`src/rtl/trimser_pkg.sv`:
```
package trimser_pkg;

  // Frame state selected by the serial clock level at chip-select fall
  typedef enum logic [1:0] {
    FR_IDLE   = 2'd0,
    FR_SHIFT  = 2'd1,
    FR_STATUS = 2'd2
  } frame_mode_e;

  // Opcode formed as {CL, WR}
  typedef enum logic [1:0] {
    OP_DAC    = 2'b00,
    OP_WRITE  = 2'b01,
    OP_RECALL = 2'b10,
    OP_READ   = 2'b11
  } opcode_e;

endpackage

```
`src/rtl/tcs_sync.sv`:
```
module tcs_sync #(
  parameter int              WIDTH   = 1,
  parameter int              STAGES  = 2,
  parameter logic [WIDTH-1:0] RST_VAL = '0
) (
  input  logic             clk,
  input  logic             rst_n,
  input  logic [WIDTH-1:0] d_i,
  output logic [WIDTH-1:0] q_o
);

  generate
    if (STAGES < 1) begin : g_bypass
      assign q_o = d_i;
    end else begin : g_chain
      logic [WIDTH-1:0] stage_q [STAGES];

      always_ff @(posedge clk or negedge rst_n) begin
        if (!rst_n) begin
          for (int s = 0; s < STAGES; s++) stage_q[s] <= RST_VAL;
        end else begin
          stage_q[0] <= d_i;
          for (int s = 1; s < STAGES; s++) stage_q[s] <= stage_q[s-1];
        end
      end

      assign q_o = stage_q[STAGES-1];
    end
  endgenerate

endmodule

```
`src/rtl/tcs_frame.sv`:
```
module tcs_frame
  import trimser_pkg::*;
#(
  parameter int WORD_W = 16,
  parameter int LOAD_W = 8
) (
  input  logic              clk,
  input  logic              rst_n,
  input  logic              sclk_s_i,
  input  logic              csn_s_i,
  input  logic              sdi_s_i,
  input  logic              busy_i,
  input  logic              load_i,
  input  logic [LOAD_W-1:0] load_data_i,
  output logic              exec_o,
  output logic [WORD_W-1:0] word_o,
  output logic              sdo_o,
  output logic              oe_o
);

  localparam int              CNT_W    = $clog2(WORD_W + 1);
  localparam logic [CNT_W-1:0] CNT_FULL = CNT_W'(WORD_W);
  localparam int              PAD_W    = WORD_W - LOAD_W;

  logic              sclk_q, csn_q;
  frame_mode_e       mode_q;
  logic [CNT_W-1:0]  cnt_q;
  logic [WORD_W-1:0] sr_q;
  logic              sdo_q;

  logic sclk_rise, sclk_fall, cs_fall, cs_rise;

  assign sclk_rise = sclk_s_i & ~sclk_q;
  assign sclk_fall = ~sclk_s_i & sclk_q;
  assign cs_fall   = ~csn_s_i & csn_q;
  assign cs_rise   = csn_s_i & ~csn_q;

  // Previous synchronised levels for edge detection
  always_ff @(posedge clk or negedge rst_n) begin
    if (!rst_n) begin
      sclk_q <= 1'b0;
      csn_q  <= 1'b1;
    end else begin
      sclk_q <= sclk_s_i;
      csn_q  <= csn_s_i;
    end
  end

  // Frame mode and saturating bit counter
  always_ff @(posedge clk or negedge rst_n) begin
    if (!rst_n) begin
      mode_q <= FR_IDLE;
      cnt_q  <= '0;
    end else if (cs_fall) begin
      mode_q <= sclk_s_i ? FR_SHIFT : FR_STATUS;
      cnt_q  <= '0;
    end else if (cs_rise) begin
      mode_q <= FR_IDLE;
    end else if (mode_q == FR_SHIFT && sclk_rise && cnt_q != CNT_FULL) begin
      cnt_q <= cnt_q + 1'b1;
    end
  end

  // Shift register: new bits enter at the top, the oldest sits at bit 0
  always_ff @(posedge clk or negedge rst_n) begin
    if (!rst_n) begin
      sr_q <= '0;
    end else if (mode_q == FR_SHIFT && sclk_rise) begin
      sr_q <= {sdi_s_i, sr_q[WORD_W-1:1]};
    end else if (load_i && mode_q != FR_SHIFT) begin
      sr_q <= {{PAD_W{1'b0}}, load_data_i};
    end
  end

  // Serial output: oldest bit in command frames, ready flag in status frames
  always_ff @(posedge clk or negedge rst_n) begin
    if (!rst_n) begin
      sdo_q <= 1'b0;
    end else if (cs_fall) begin
      sdo_q <= sclk_s_i ? sr_q[0] : ~busy_i;
    end else if (mode_q == FR_STATUS) begin
      sdo_q <= ~busy_i;
    end else if (mode_q == FR_SHIFT && sclk_fall) begin
      sdo_q <= sr_q[0];
    end
  end

  assign exec_o = cs_rise && (mode_q == FR_SHIFT) && (cnt_q == CNT_FULL);
  assign word_o = sr_q;
  assign sdo_o  = sdo_q;
  assign oe_o   = (mode_q != FR_IDLE);

endmodule

```
`src/rtl/tcs_decode.sv`:
```
module tcs_decode
  import trimser_pkg::*;
#(
  parameter int DATA_W = 8,
  parameter int CHAN_W = 4,
  parameter int BANK_W = 2,
  parameter int NUM_CH = 12
) (
  input  logic                                 clk,
  input  logic                                 rst_n,
  input  logic                                 exec_i,
  input  logic [DATA_W+CHAN_W+2+BANK_W-1:0]    word_i,
  input  logic                                 busy_i,
  output logic                                 dac_ld_o,
  output logic                                 recall_o,
  output logic                                 recall_all_o,
  output logic                                 nv_wr_o,
  output logic                                 nv_rd_o,
  output logic [CHAN_W-1:0]                    chan_o,
  output logic [BANK_W-1:0]                    bank_o,
  output logic [DATA_W-1:0]                    data_o
);

  localparam int WR_POS   = DATA_W + CHAN_W;
  localparam int CL_POS   = WR_POS + 1;
  localparam int BANK_LSB = CL_POS + 1;

  localparam logic [CHAN_W-1:0] CODE_ALL  = '0;
  localparam logic [CHAN_W-1:0] CODE_OFF  = '1;
  localparam logic [CHAN_W-1:0] CODE_LAST = CHAN_W'(NUM_CH);

  logic [DATA_W-1:0] f_data;
  logic [CHAN_W-1:0] f_code;
  logic [BANK_W-1:0] f_bank;
  opcode_e           f_op;
  logic              chan_ok;
  logic              wen_q;

  assign f_data  = word_i[DATA_W-1:0];
  assign f_code  = word_i[DATA_W +: CHAN_W];
  assign f_bank  = word_i[BANK_LSB +: BANK_W];
  assign f_op    = opcode_e'({word_i[CL_POS], word_i[WR_POS]});
  assign chan_ok = (f_code != CODE_ALL) && (f_code <= CODE_LAST);

  always_ff @(posedge clk or negedge rst_n) begin
    if (!rst_n) begin
      dac_ld_o     <= 1'b0;
      recall_o     <= 1'b0;
      recall_all_o <= 1'b0;
      nv_wr_o      <= 1'b0;
      nv_rd_o      <= 1'b0;
      wen_q        <= 1'b0;
      chan_o       <= '0;
      bank_o       <= '0;
      data_o       <= '0;
    end else begin
      dac_ld_o     <= 1'b0;
      recall_o     <= 1'b0;
      recall_all_o <= 1'b0;
      nv_wr_o      <= 1'b0;
      nv_rd_o      <= 1'b0;
      if (exec_i) begin
        chan_o <= chan_ok ? f_code - 1'b1 : '0;
        bank_o <= f_bank;
        data_o <= f_data;
        unique case (f_op)
          OP_DAC: begin
            if (chan_ok) dac_ld_o <= 1'b1;
          end
          OP_RECALL: begin
            if (!busy_i) begin
              if (f_code == CODE_ALL) recall_all_o <= 1'b1;
              else if (chan_ok)       recall_o     <= 1'b1;
            end
          end
          OP_WRITE: begin
            if (!busy_i && wen_q && chan_ok) nv_wr_o <= 1'b1;
          end
          OP_READ: begin
            if (f_code == CODE_ALL)      wen_q   <= 1'b1;
            else if (f_code == CODE_OFF) wen_q   <= 1'b0;
            else if (chan_ok && !busy_i) nv_rd_o <= 1'b1;
          end
          default: ;
        endcase
      end
    end
  end

endmodule

```
`src/rtl/trim_cmd_serial_if.sv`:
```
module trim_cmd_serial_if #(
  parameter int SYNC_STAGES = 2,
  parameter int DATA_W      = 8,
  parameter int CHAN_W      = 4,
  parameter int BANK_W      = 2,
  parameter int NUM_CH      = 12
) (
  input  logic              clk,
  input  logic              rst_n,
  input  logic              sclk_i,
  input  logic              csn_i,
  input  logic              sdi_i,
  output logic              sdo_o,
  output logic              sdo_oe_o,
  input  logic              nv_busy_i,
  input  logic              rd_valid_i,
  input  logic [DATA_W-1:0] rd_data_i,
  output logic              dac_ld_o,
  output logic              recall_o,
  output logic              recall_all_o,
  output logic              nv_wr_o,
  output logic              nv_rd_o,
  output logic [CHAN_W-1:0] cmd_chan_o,
  output logic [BANK_W-1:0] cmd_bank_o,
  output logic [DATA_W-1:0] cmd_data_o
);

  localparam int WORD_W = DATA_W + CHAN_W + 2 + BANK_W;

  logic [2:0]        pins_s;
  logic              exec;
  logic [WORD_W-1:0] word;

  // {chip select, serial clock, data}; chip select idles high
  tcs_sync #(
    .WIDTH  (3),
    .STAGES (SYNC_STAGES),
    .RST_VAL(3'b100)
  ) u_sync (
    .clk  (clk),
    .rst_n(rst_n),
    .d_i  ({csn_i, sclk_i, sdi_i}),
    .q_o  (pins_s)
  );

  tcs_frame #(
    .WORD_W(WORD_W),
    .LOAD_W(DATA_W)
  ) u_frame (
    .clk        (clk),
    .rst_n      (rst_n),
    .sclk_s_i   (pins_s[1]),
    .csn_s_i    (pins_s[2]),
    .sdi_s_i    (pins_s[0]),
    .busy_i     (nv_busy_i),
    .load_i     (rd_valid_i),
    .load_data_i(rd_data_i),
    .exec_o     (exec),
    .word_o     (word),
    .sdo_o      (sdo_o),
    .oe_o       (sdo_oe_o)
  );

  tcs_decode #(
    .DATA_W(DATA_W),
    .CHAN_W(CHAN_W),
    .BANK_W(BANK_W),
    .NUM_CH(NUM_CH)
  ) u_decode (
    .clk         (clk),
    .rst_n       (rst_n),
    .exec_i      (exec),
    .word_i      (word),
    .busy_i      (nv_busy_i),
    .dac_ld_o    (dac_ld_o),
    .recall_o    (recall_o),
    .recall_all_o(recall_all_o),
    .nv_wr_o     (nv_wr_o),
    .nv_rd_o     (nv_rd_o),
    .chan_o      (cmd_chan_o),
    .bank_o      (cmd_bank_o),
    .data_o      (cmd_data_o)
  );

endmodule

```
`config.mk`:
```
export PLATFORM = sky130hd
export DESIGN_NAME = trim_cmd_serial_if
export DESIGN_NICKNAME = d
export VERILOG_FILES = /design/src/rtl/trimser_pkg.sv /design/src/rtl/tcs_sync.sv /design/src/rtl/tcs_frame.sv /design/src/rtl/tcs_decode.sv /design/src/rtl/trim_cmd_serial_if.sv
export SDC_FILE = /design/constraint.sdc
export NUM_CORES = 1
export LEC_CHECK = 0
export BUFFER_PORTS_ARGS = -buffer_cell sky130_fd_sc_hd__buf_2
export CORE_AREA = 2 2 66 68
export CTS_CLUSTER_SIZE = 28
export DETAILED_ROUTE_END_ITERATION = 10
export DIE_AREA = 0 0 68 70
export PLACE_DENSITY_LB_ADDON = 0.12
export SKIP_CTS_REPAIR_TIMING = 1
export SLEW_MARGIN = 30
export SYNTH_ARGS = -nofsm -noshare
export SYNTH_HDL_FRONTEND = slang
export SYNTH_SLANG_ARGS = --single-unit
```
`constraint.sdc`:
```
create_clock -name clk -period 2.7 [get_ports clk]
set_clock_uncertainty 0.2 [all_clocks]
set_input_delay 0.135 -clock clk [delete_from_list [all_inputs] [get_ports clk]]
set_output_delay 0.135 -clock clk [all_outputs]
set_load 0.02 [all_outputs]
```
Yosys cells after proc, flatten, opt, wreduce, memory -nomap -nowiden --
Index checks and enable logic that the tools add are counted.
Word-level totals: register bits 52, bits in latches 0, RAM bits 0, bits in read-only memories 0, input bits 15, output and inout bits 21, logic and storage cells 95, memories kept 0
Cells by class: add/sub/neg operators 2, multipliers 0, div/mod/pow operators 0, $lt $le $gt $ge 1, equal/unequal tests 10, shifts and indexed selects 0, mux-type cells 34, bitwise gates (word level) 9, reductions and logical operators 22
Operators with widths (number):
- 16-bit 2-to-1 mux | 2
- 1-bit 2-to-1 mux | 25
- 5-bit 2-to-1 mux | 3
- 1-bit logical AND | 10
- 2-bit nonzero test | 5
- 2-bit == test, second input constant | 3
- 2-bit 2-to-1 mux | 3
- 5-bit by 1-bit adder with 5-bit output, second input constant | 1
- 5-bit == test, second input constant | 1
- 5-bit != test, second input constant | 1
- 1-bit NOT | 5
- 1-bit bitwise AND | 4
- 2-bit by 1-bit == test with 1-bit output, second input constant | 2
- 4-bit == test, second input constant | 1
- 4-bit less-or-equal comparator, second input constant | 1
- 4-bit zero test | 1
- 4-bit 2-to-1 mux | 1
- 2-bit by 1-bit != test with 1-bit output, second input constant | 2
- 4-bit nonzero test | 1
- 4-bit by 1-bit subtractor with 4-bit output, second input constant | 1
- 3-bit AND reduction | 1
- 3-bit nonzero test | 1
- 2-bit zero test | 1
- 2-bit AND reduction | 1
- 1-bit zero test | 1

Depth between registers and ports, before layout --
Gate-level depths: netlist (run 1).
depth after elaboration 8, gate-level depth with buffers 6, mapped depth without buffers 5

Modules after synthesis --
From an unflattened synthesis (run 1), not the netlist that was laid out.
Unflattened totals: cells, all modules 189, area total of the unflattened synthesis 2361.0 um^2
By module, submodules not included:
- tcs_frame | instances 1, cells an instance 110, area an instance 1337.5 um^2, seq. area each 651.9 um^2
- tcs_decode | instances 1, cells an instance 70, area an instance 848.3 um^2, seq. area each 500.5 um^2
- tcs_sync | instances 1, cells an instance 9, area an instance 175.2 um^2, seq. area each 152.6 um^2

Worst setup path before layout (run 1) --
No wires, ideal clock.
path kind register -> register, start register u_frame.cnt_q[0], end register u_decode.bank_o[1], library setup time 0.125 ns, arrival time 1.479 ns, required time 2.375 ns, path slack 0.896 ns, stages on the path, launching flop included 7, buffers on the path 1, period minus slack after synthesis 1.804 ns, cell sequence dfrtp_1 -> inv_1 -> ha_1 -> and4bb_2 -> nand3_4 -> buf_4 -> mux2_2
Between the ends: longest elaborated chain between the ends 2
RTL lines:
- start: declaration | line tcs_frame.sv:27 | logic [CNT_W-1:0] cnt_q;
- start signal: assignment | line tcs_frame.sv:60 | cnt_q <= cnt_q + 1'b1;
- 5-bit == test | line tcs_frame.sv:88 | assign exec_o = cs_rise && (mode_q == FR_SHIFT) && (cnt_q == CNT_FULL);
- 1-bit logical AND | line tcs_frame.sv:88
- end signal: assignment | line tcs_decode.sv:64 | bank_o <= f_bank;
- end: declaration | line tcs_decode.sv:20 | output logic [BANK_W-1:0] bank_o,
Every way passes these cells. A chain may end at the register's enable or synchronous reset.

Worst setup path in the final report (run 1) --
start register u_sync.g_chain.stage_q (netlist bit u_sync.q_o[2]), end register u_decode.nv_rd_o
Between the ends: longest elaborated chain between the ends 4
RTL lines:
- start: declaration | line tcs_sync.sv:16 | logic [WIDTH-1:0] stage_q [STAGES];
- 1-bit bitwise AND | line tcs_frame.sv:36 | assign cs_rise = csn_s_i & ~csn_q;
- 1-bit logical AND (2 in series) | line tcs_frame.sv:88
- 1-bit 2-to-1 mux | line tcs_decode.sv:62 | if (exec_i) begin
- end signal: assignment | line tcs_decode.sv:51 | nv_rd_o <= 1'b0;
- end signal: assignment | line tcs_decode.sv:61 | nv_rd_o <= 1'b0;
- end signal: assignment | line tcs_decode.sv:82 | else if (chan_ok && !busy_i) nv_rd_o <= 1'b1;
- end: declaration | line tcs_decode.sv:18 | output logic nv_rd_o,
Every way passes these cells.

==> impl_metrics.env, run 1 <==
export IMPL_timing_rr_end="u_decode.nv_rd_o"
export IMPL_grt_usage_pct=20.96
export IMPL_end_kind="flip-flop"
export IMPL_cts_tree="built"
export IMPL_slowest_delay_ns=0.55
export IMPL_worst_path_buf_inv=0
export IMPL_internal_power_mw=1.098
export IMPL_yosys_warnings=0
export IMPL_holdCritStartpoint="rd_data_i[1]"
export IMPL_drv_cap=0
export IMPL_viasPerCell=5.772
export IMPL_ys_ff_latch=52
export IMPL_p_sw_share_pct=25.32
export IMPL_finalCriticalPeriod_ns=2.142
export IMPL_syn_area_per_cell_um2=12.83
export IMPL_wl_per_cell_um=15.84
export IMPL_fmax_mhz=466.8
export IMPL_r2r_start="u_sync.q_o[2]"
export IMPL_synth_distinct_cells=45
export IMPL_grt_overflow_total=0
export IMPL_layout_drive_gt1_share_pct=33.05
export IMPL_grt_max_degree=37
export IMPL_h_tree_depth=2
export IMPL_hold_viol=0
export IMPL_stdcell_area_mm2=0.002759
export IMPL_power_per_cell_area_mw_per_mm2=533.1
export IMPL_grt_pass1_wl_um=7493
export IMPL_finalSetupViolCount=0
export IMPL_die_area_mm2=0.004760
export IMPL_period_share_pct=79.35
export IMPL_seq_area_frac_synth_pct=55.27
export IMPL_fin_tns_setup_ns=0
export IMPL_p_seq_share_pct=58.8
export IMPL_gp_congestion=0.8633
export IMPL_postRouteAntennaNets=0
export IMPL_finalWirelength_um=4515
export IMPL_insertion_delay_ns=0.30
export IMPL_ys_flop_type="dfrtp_1"
export IMPL_async_flop_share_pct=100.0
export IMPL_syn_inst=184
export IMPL_p_clk_share_pct=28.6
export IMPL_whs_path_depth=3
export IMPL_crit_slowest_cell="dfstp_2"
export IMPL_fin_cells=285
export IMPL_antenna_found_initial=0
export IMPL_cts_buffers=5
export IMPL_final_util_pct=66.58
export IMPL_pwr_share_comb_pct=12.7
export IMPL_p_leak_nw=1.318
export IMPL_grt_pass1_vias=1565
export IMPL_worst_pin_slew_ns=0.7241
export IMPL_dp_cells=265
export IMPL_slew_violations=0
export IMPL_final_cell_mix="dfrtp_1, buf_2, mux2_2, dlygate4sd3_1, inv_1"
export IMPL_critPathKind="flip-flop to flip-flop"
export IMPL_layout_nets=253
export IMPL_maxSlewHeadroom_pct=51.72
export IMPL_reg2reg_depth=4
export IMPL_worst_ep_required_time_ns=2.71
export IMPL_synth_fp_nets=205
export IMPL_core_mm2=0.004144
export IMPL_ctsRootBufferMaster="clkbuf_8"
export IMPL_crit_arrival_ns=2.15
export IMPL_path_delay_family="simple AND/OR/NAND/NOR gates"
export IMPL_worstPathMaxFanout=10
export IMPL_yosysTopAreaCell="dfrtp_1"
export IMPL_synth_edf_count=0
export IMPL_placed_cell_area_mm2=0.002557
export IMPL_drt_iter0_drc=94
export IMPL_path_cells="ha_1, nand3b_1, nand4b_1, nor4b_1"
export IMPL_route_detailed_drc=0
export IMPL_finalPower_mw=1.471
export IMPL_area_growth_pct=16.85
export IMPL_port_buffers=35
export IMPL_synth_area_mm2=0.002361
export IMPL_yosys_area_top_type_share_pct=51.93
export IMPL_reg2reg_slack_ns=0.56
export IMPL_fp_row_count=24
export IMPL_cp_start_kind="flip-flop"
export IMPL_status="completed"
export IMPL_firstDrtPassIters=4
export IMPL_clock_tree_buffer_depth=2
export IMPL_die_x_um=68
export IMPL_hold_end="u_frame.word_o[1]"
export IMPL_irDropWorstVdd_uv=347.9
export IMPL_clk_pin_slew_ns=0.09
export IMPL_p_sw_mw=0.3724
export IMPL_mostFrequentLayoutCell="dfrtp_1"
export IMPL_cts_sinks=52
export IMPL_insertedDiodeCount=0
export IMPL_die_h_um=70
export IMPL_rsz0062_at_grt="false"
export IMPL_hpwl_um=3164
export IMPL_ios=36
export IMPL_initial_core_util_pct=56.97
export IMPL_num_vias=1645
export IMPL_synth_area_top_cells="dfrtp_1, mux2_2, dfstp_2"
export IMPL_min_path_type="input port to flip-flop"
layer usage:
layer / wire length, µm / GRT usage [%]
met4: 74 / 8.000
met5: 0 / 0
met3: 194 / 4.187
met1: 2030 / 28.96
met2: 2215 / 32.47
cells in the mapped netlist (2+ instances only):
cell type	count
o31ai_1	2
o311ai_0	4
buf_6	2
dfstp_2	3
nor2b_1	3
nand4_1	3
mux2_4	5
ha_1	6
dfrtp_1	49
a31oi_1	2
buf_4	2
nor3_1	5
nand3b_1	5
mux2_2	20
o2bb2ai_1	2
buf_2	2
nand3_1	4
nand2b_1	3
nor2_1	6
o21ai_0	6
a22o_1	8
nand4b_1	2
nand2_1	7
inv_1	10
a211o_1	2
nand4bb_1	2
power groups by stage:
stage	combinational, mW	sequential, mW	clock [mW]
after floorplan	0.113	0.872	0
after global placement	0.162	0.875	0
after detailed placement	0.172	0.878	0
after CTS	0.174	0.863	0.432
after global routing	0.201	0.871	0.466
final	0.186	0.864	0.420
worst reg2reg max path: stages (launching register included):
cell and delay (ns):
dfstp_2 0.55, ha_1 0.40, nand3b_1 0.20, nand4b_1 0.36, nor4b_1 0.34
cells by family (layout without fill, tap and decap cells):
kind of cell / count (synthesis) / count (layout) / synth area share [%]
flip-flops: 52 / 52 / 55.27
adder cells (fa/ha/maj): 6 / 6 / 3.180
buffers and inverters: 17 / 66 / 3.762
multiplexers: 25 / 25 / 12.72
AO/OA/AOI/OAI: 34 / 34 / 11.18
XOR/XNOR: 1 / 1 / 0.3710
AND/OR/NAND/NOR: 49 / 49 / 13.51
through the flow:
stage	hold slack [ns]	worst slack [ns]
detailed placement	-0.1245	0.5598
finish	0.001811	0.5576
global route	0.002237	0.3748
CTS	-0.4620	0.5372
global placement	-0.1325	0.6332
floorplan	-0.3606	0.8963
layout make-up:
cell class,instances,area [µm²]
Sequential cell,52,1305
Timing Repair Buffer,48,302.8
Multi-Input combinational cell,115,967.2
Inverter,10,37.54
Tap cell,52,65.06
Clock buffer,7,76.32
Clock inverter,1,5.005
Fill cell,331,1385
worst max-delay path by stage:
stage / slack, ns / cells after the start / start / endpoint
after floorplan: 0.90 / 6 / u_frame.cnt_q[0] / u_decode.bank_o[1]
after global placement: 0.63 / 4 / u_sync.q_o[2] / u_decode.nv_rd_o
after detailed placement: 0.56 / 4 / u_sync.q_o[2] / u_decode.nv_rd_o
after CTS: 0.54 / 4 / u_sync.q_o[2] / u_decode.nv_rd_o
after global routing: 0.37 / 4 / u_sync.q_o[2] / u_decode.nv_rd_o
final: 0.56 / 4 / u_sync.q_o[2] / u_decode.nv_rd_o
registers in the layout (all words and copies together), names as in the netlist, 2 cells and up:
name	count
u_frame.word_o	16
u_decode.chan_o	4
u_frame.cnt_q	5
u_sync.q_o	3
u_decode.bank_o	2
u_frame.mode_q	2
u_decode.data_o	8
u_sync.g_chain.stage_q	3
No activity file was read; power rests on OpenSTA's default activity.
==> inputs of run 2 (changes only) <==
CORE_AREA = 2 2 68 70   (was 2 2 66 68)
DIE_AREA = 0 0 70 72   (was 0 0 68 70)
clock period = 2.05 ns   (was 2.7 ns; I/O delays follow)
==> run 2 against run 1 <==
  * Sequential share of layout area decreased by 1.8 points
  * Design area up 4.0%
  * Sequential cell count stayed put
  * Global-route usage decreased by 2.1 points
  * Highest routed layer unchanged
  * Total power up 34%
  * First-iteration DRC count is 35% higher
  * Largest cell class unchanged
  * Clock power rose by 38%
  * Hold slack better by 0.0049 ns
  * Critical path depth grew 1
==> impl_metrics.env, run 2 (same netlist as run 1, synthesis figures left out) <==
export IMPL_status="completed"
export IMPL_timing_rr_end="u_decode.bank_o[0]"
export IMPL_pwr_share_comb_pct=13.1
export IMPL_worst_pin_slew_ns=0.4350
export IMPL_min_path_type="input port to flip-flop"
export IMPL_die_h_um=72
export IMPL_p_sw_mw=0.5104
export IMPL_mostFrequentLayoutCell="dfrtp_1"
export IMPL_p_sw_share_pct=25.86
export IMPL_slowest_delay_ns=0.42
export IMPL_power_per_cell_area_mw_per_mm2=687.8
export IMPL_final_cell_mix="dfrtp_1, buf_2, mux2_2, dlygate4sd3_1"
export IMPL_layout_nets=264
export IMPL_grt_max_degree=21
export IMPL_h_tree_depth=2
export IMPL_grt_pass1_wl_um=7624
export IMPL_fmax_mhz=531.2
export IMPL_crit_arrival_ns=1.87
export IMPL_worstPathMaxFanout=16
export IMPL_fin_tns_setup_ns=0
export IMPL_hold_end="u_frame.word_o[7]"
export IMPL_whs_path_depth=4
export IMPL_initial_core_util_pct=55.37
export IMPL_hpwl_um=3246
export IMPL_p_clk_share_pct=29.4
export IMPL_reg2reg_slack_ns=0.17
export IMPL_grt_pass1_vias=1615
export IMPL_wl_per_cell_um=15.39
export IMPL_core_mm2=0.004264
export IMPL_path_cells="inv_1, ha_1, and4bb_2, nand3_4, mux2_2"
export IMPL_fin_hold_ws_ns=0.006663
export IMPL_area_growth_pct=21.52
export IMPL_fp_row_count=24
export IMPL_r2r_start="u_frame.cnt_q[0]"
export IMPL_cp_start_kind="flip-flop"
export IMPL_num_vias=1664
export IMPL_drv_cap=0
export IMPL_grt_overflow_total=0
export IMPL_die_x_um=70
export IMPL_clock_tree_buffer_depth=2
export IMPL_largest_reg_flops=16
export IMPL_critPathKind="flip-flop to flip-flop"
export IMPL_cts_buffers=5
export IMPL_die_area_mm2=0.005040
export IMPL_period_share_pct=91.82
export IMPL_firstDrtPassIters=4
export IMPL_layout_drive_gt1_share_pct=37.30
export IMPL_route_detailed_drc=0
export IMPL_insertion_delay_ns=0.30
export IMPL_antenna_found_initial=0
export IMPL_placed_cell_area_mm2=0.002625
export IMPL_worst_ep_required_time_ns=2.04
export IMPL_finalCriticalPeriod_ns=1.882
export IMPL_cts_sinks=52
export IMPL_p_seq_share_pct=57.4
export IMPL_grt_usage_pct=18.91
export IMPL_finalWirelength_um=4556
export IMPL_hold_viol=0
export IMPL_p_leak_nw=1.375
export IMPL_final_util_pct=67.28
export IMPL_postRouteAntennaNets=0
export IMPL_reg2reg_depth=5
export IMPL_clk_pin_slew_ns=0.10
export IMPL_stdcell_area_mm2=0.002869
export IMPL_maxSlewHeadroom_pct=71.00
export IMPL_nFillCells=340
export IMPL_rsz0062_at_grt="false"
export IMPL_gp_congestion=0.8310
export IMPL_crit_slowest_cell="dfrtp_1"
export IMPL_ctsRootBufferMaster="clkbuf_8"
export IMPL_crit_start="u_frame.cnt_q[0]"
export IMPL_ios=36
export IMPL_internal_power_mw=1.463
export IMPL_insertedDiodeCount=0
export IMPL_port_buffers=35
export IMPL_cts_tree="built"
export IMPL_holdCritStartpoint="rd_valid_i"
export IMPL_drt_iter0_drc=127
export IMPL_end_kind="flip-flop"
export IMPL_slew_violations=0
export IMPL_finalSetupViolCount=0
export IMPL_viasPerCell=5.622
export IMPL_irDropWorstVdd_uv=561.0
-- run 2: cell count changes in the layout (fill, tap and decap cells not counted) --
cell,change
buf_4,+9
clkbuf_1,-2
clkinv_4,+1
dfrtp_1,-1
dfrtp_2,+1
dlygate4sd3_1,+2
ha_1,-1
ha_2,+1
inv_6,+1
nor4b_1,-1
nor4b_2,+1
or3b_2,-1
or3b_4,+1
-- run 2: cell type report --
type | count | area (µm²) | share of cell area (%)
Clock buffer | 5 | 68.82 | 2.399
Sequential cell | 52 | 1306 | 45.53
Tap cell | 52 | 65.06 | 2.268
Multi-Input combinational cell | 115 | 978.4 | 34.10
Inverter | 10 | 37.54 | 1.308
Timing Repair Buffer | 59 | 390.4 | 13.61
Clock inverter | 3 | 22.52 | 0.7850
-- run 2: per-layer routing --
layer	GRT usage (%)	up-vias	wire length [µm]
met2	31.22	37	2270
met4	4.701	0	27
met5	0	-	0
met3	5.000	4	167
met1	25.30	828	2090
li1	-	795	-
-- run 2: how the worst max path moves through the flow --
stage | endpoint | slack, ns | depth (start not counted)
final | u_decode.bank_o[0] | 0.17 | 5
after global routing | u_decode.chan_o[0] | 0.04 | 5
after CTS | u_decode.chan_o[0] | 0.05 | 5
after detailed placement | u_decode.chan_o[0] | 0.07 | 5
after global placement | u_decode.chan_o[1] | 0.19 | 5
after floorplan | u_decode.bank_o[1] | 0.25 | 6
-- run 2: critical path, delay by kind of cell (launching register included) --
family	cells	cell delay (ns)
buf+inv	1	0.09
fa+ha+maj	1	0.21
mux	1	0.37
flops	1	0.42
simple gates	2	0.48
-- run 2: metrics by stage --
step / power [mW] / cells / worst slack, ns
finish: 1.973 / 296 / 0.1676
global route: 2.074 / 296 / 0.04183
CTS: 1.973 / 282 / 0.05331
detailed placement: 1.392 / 274 / 0.07343
global placement: 1.375 / 274 / 0.1947
floorplan: 1.296 / 184 / 0.2463
-- run 2: power groups by stage --
stage / Sequential, mW / Combinational (mW) / Clock, mW
2_1_floorplan: 1.15 / 0.148 / 0
3_3_place_gp: 1.15 / 0.229 / 0
3_5_place_dp: 1.15 / 0.240 / 0
4_1_cts: 1.13 / 0.241 / 0.599
5_1_grt: 1.14 / 0.290 / 0.644
6_report: 1.13 / 0.259 / 0.581
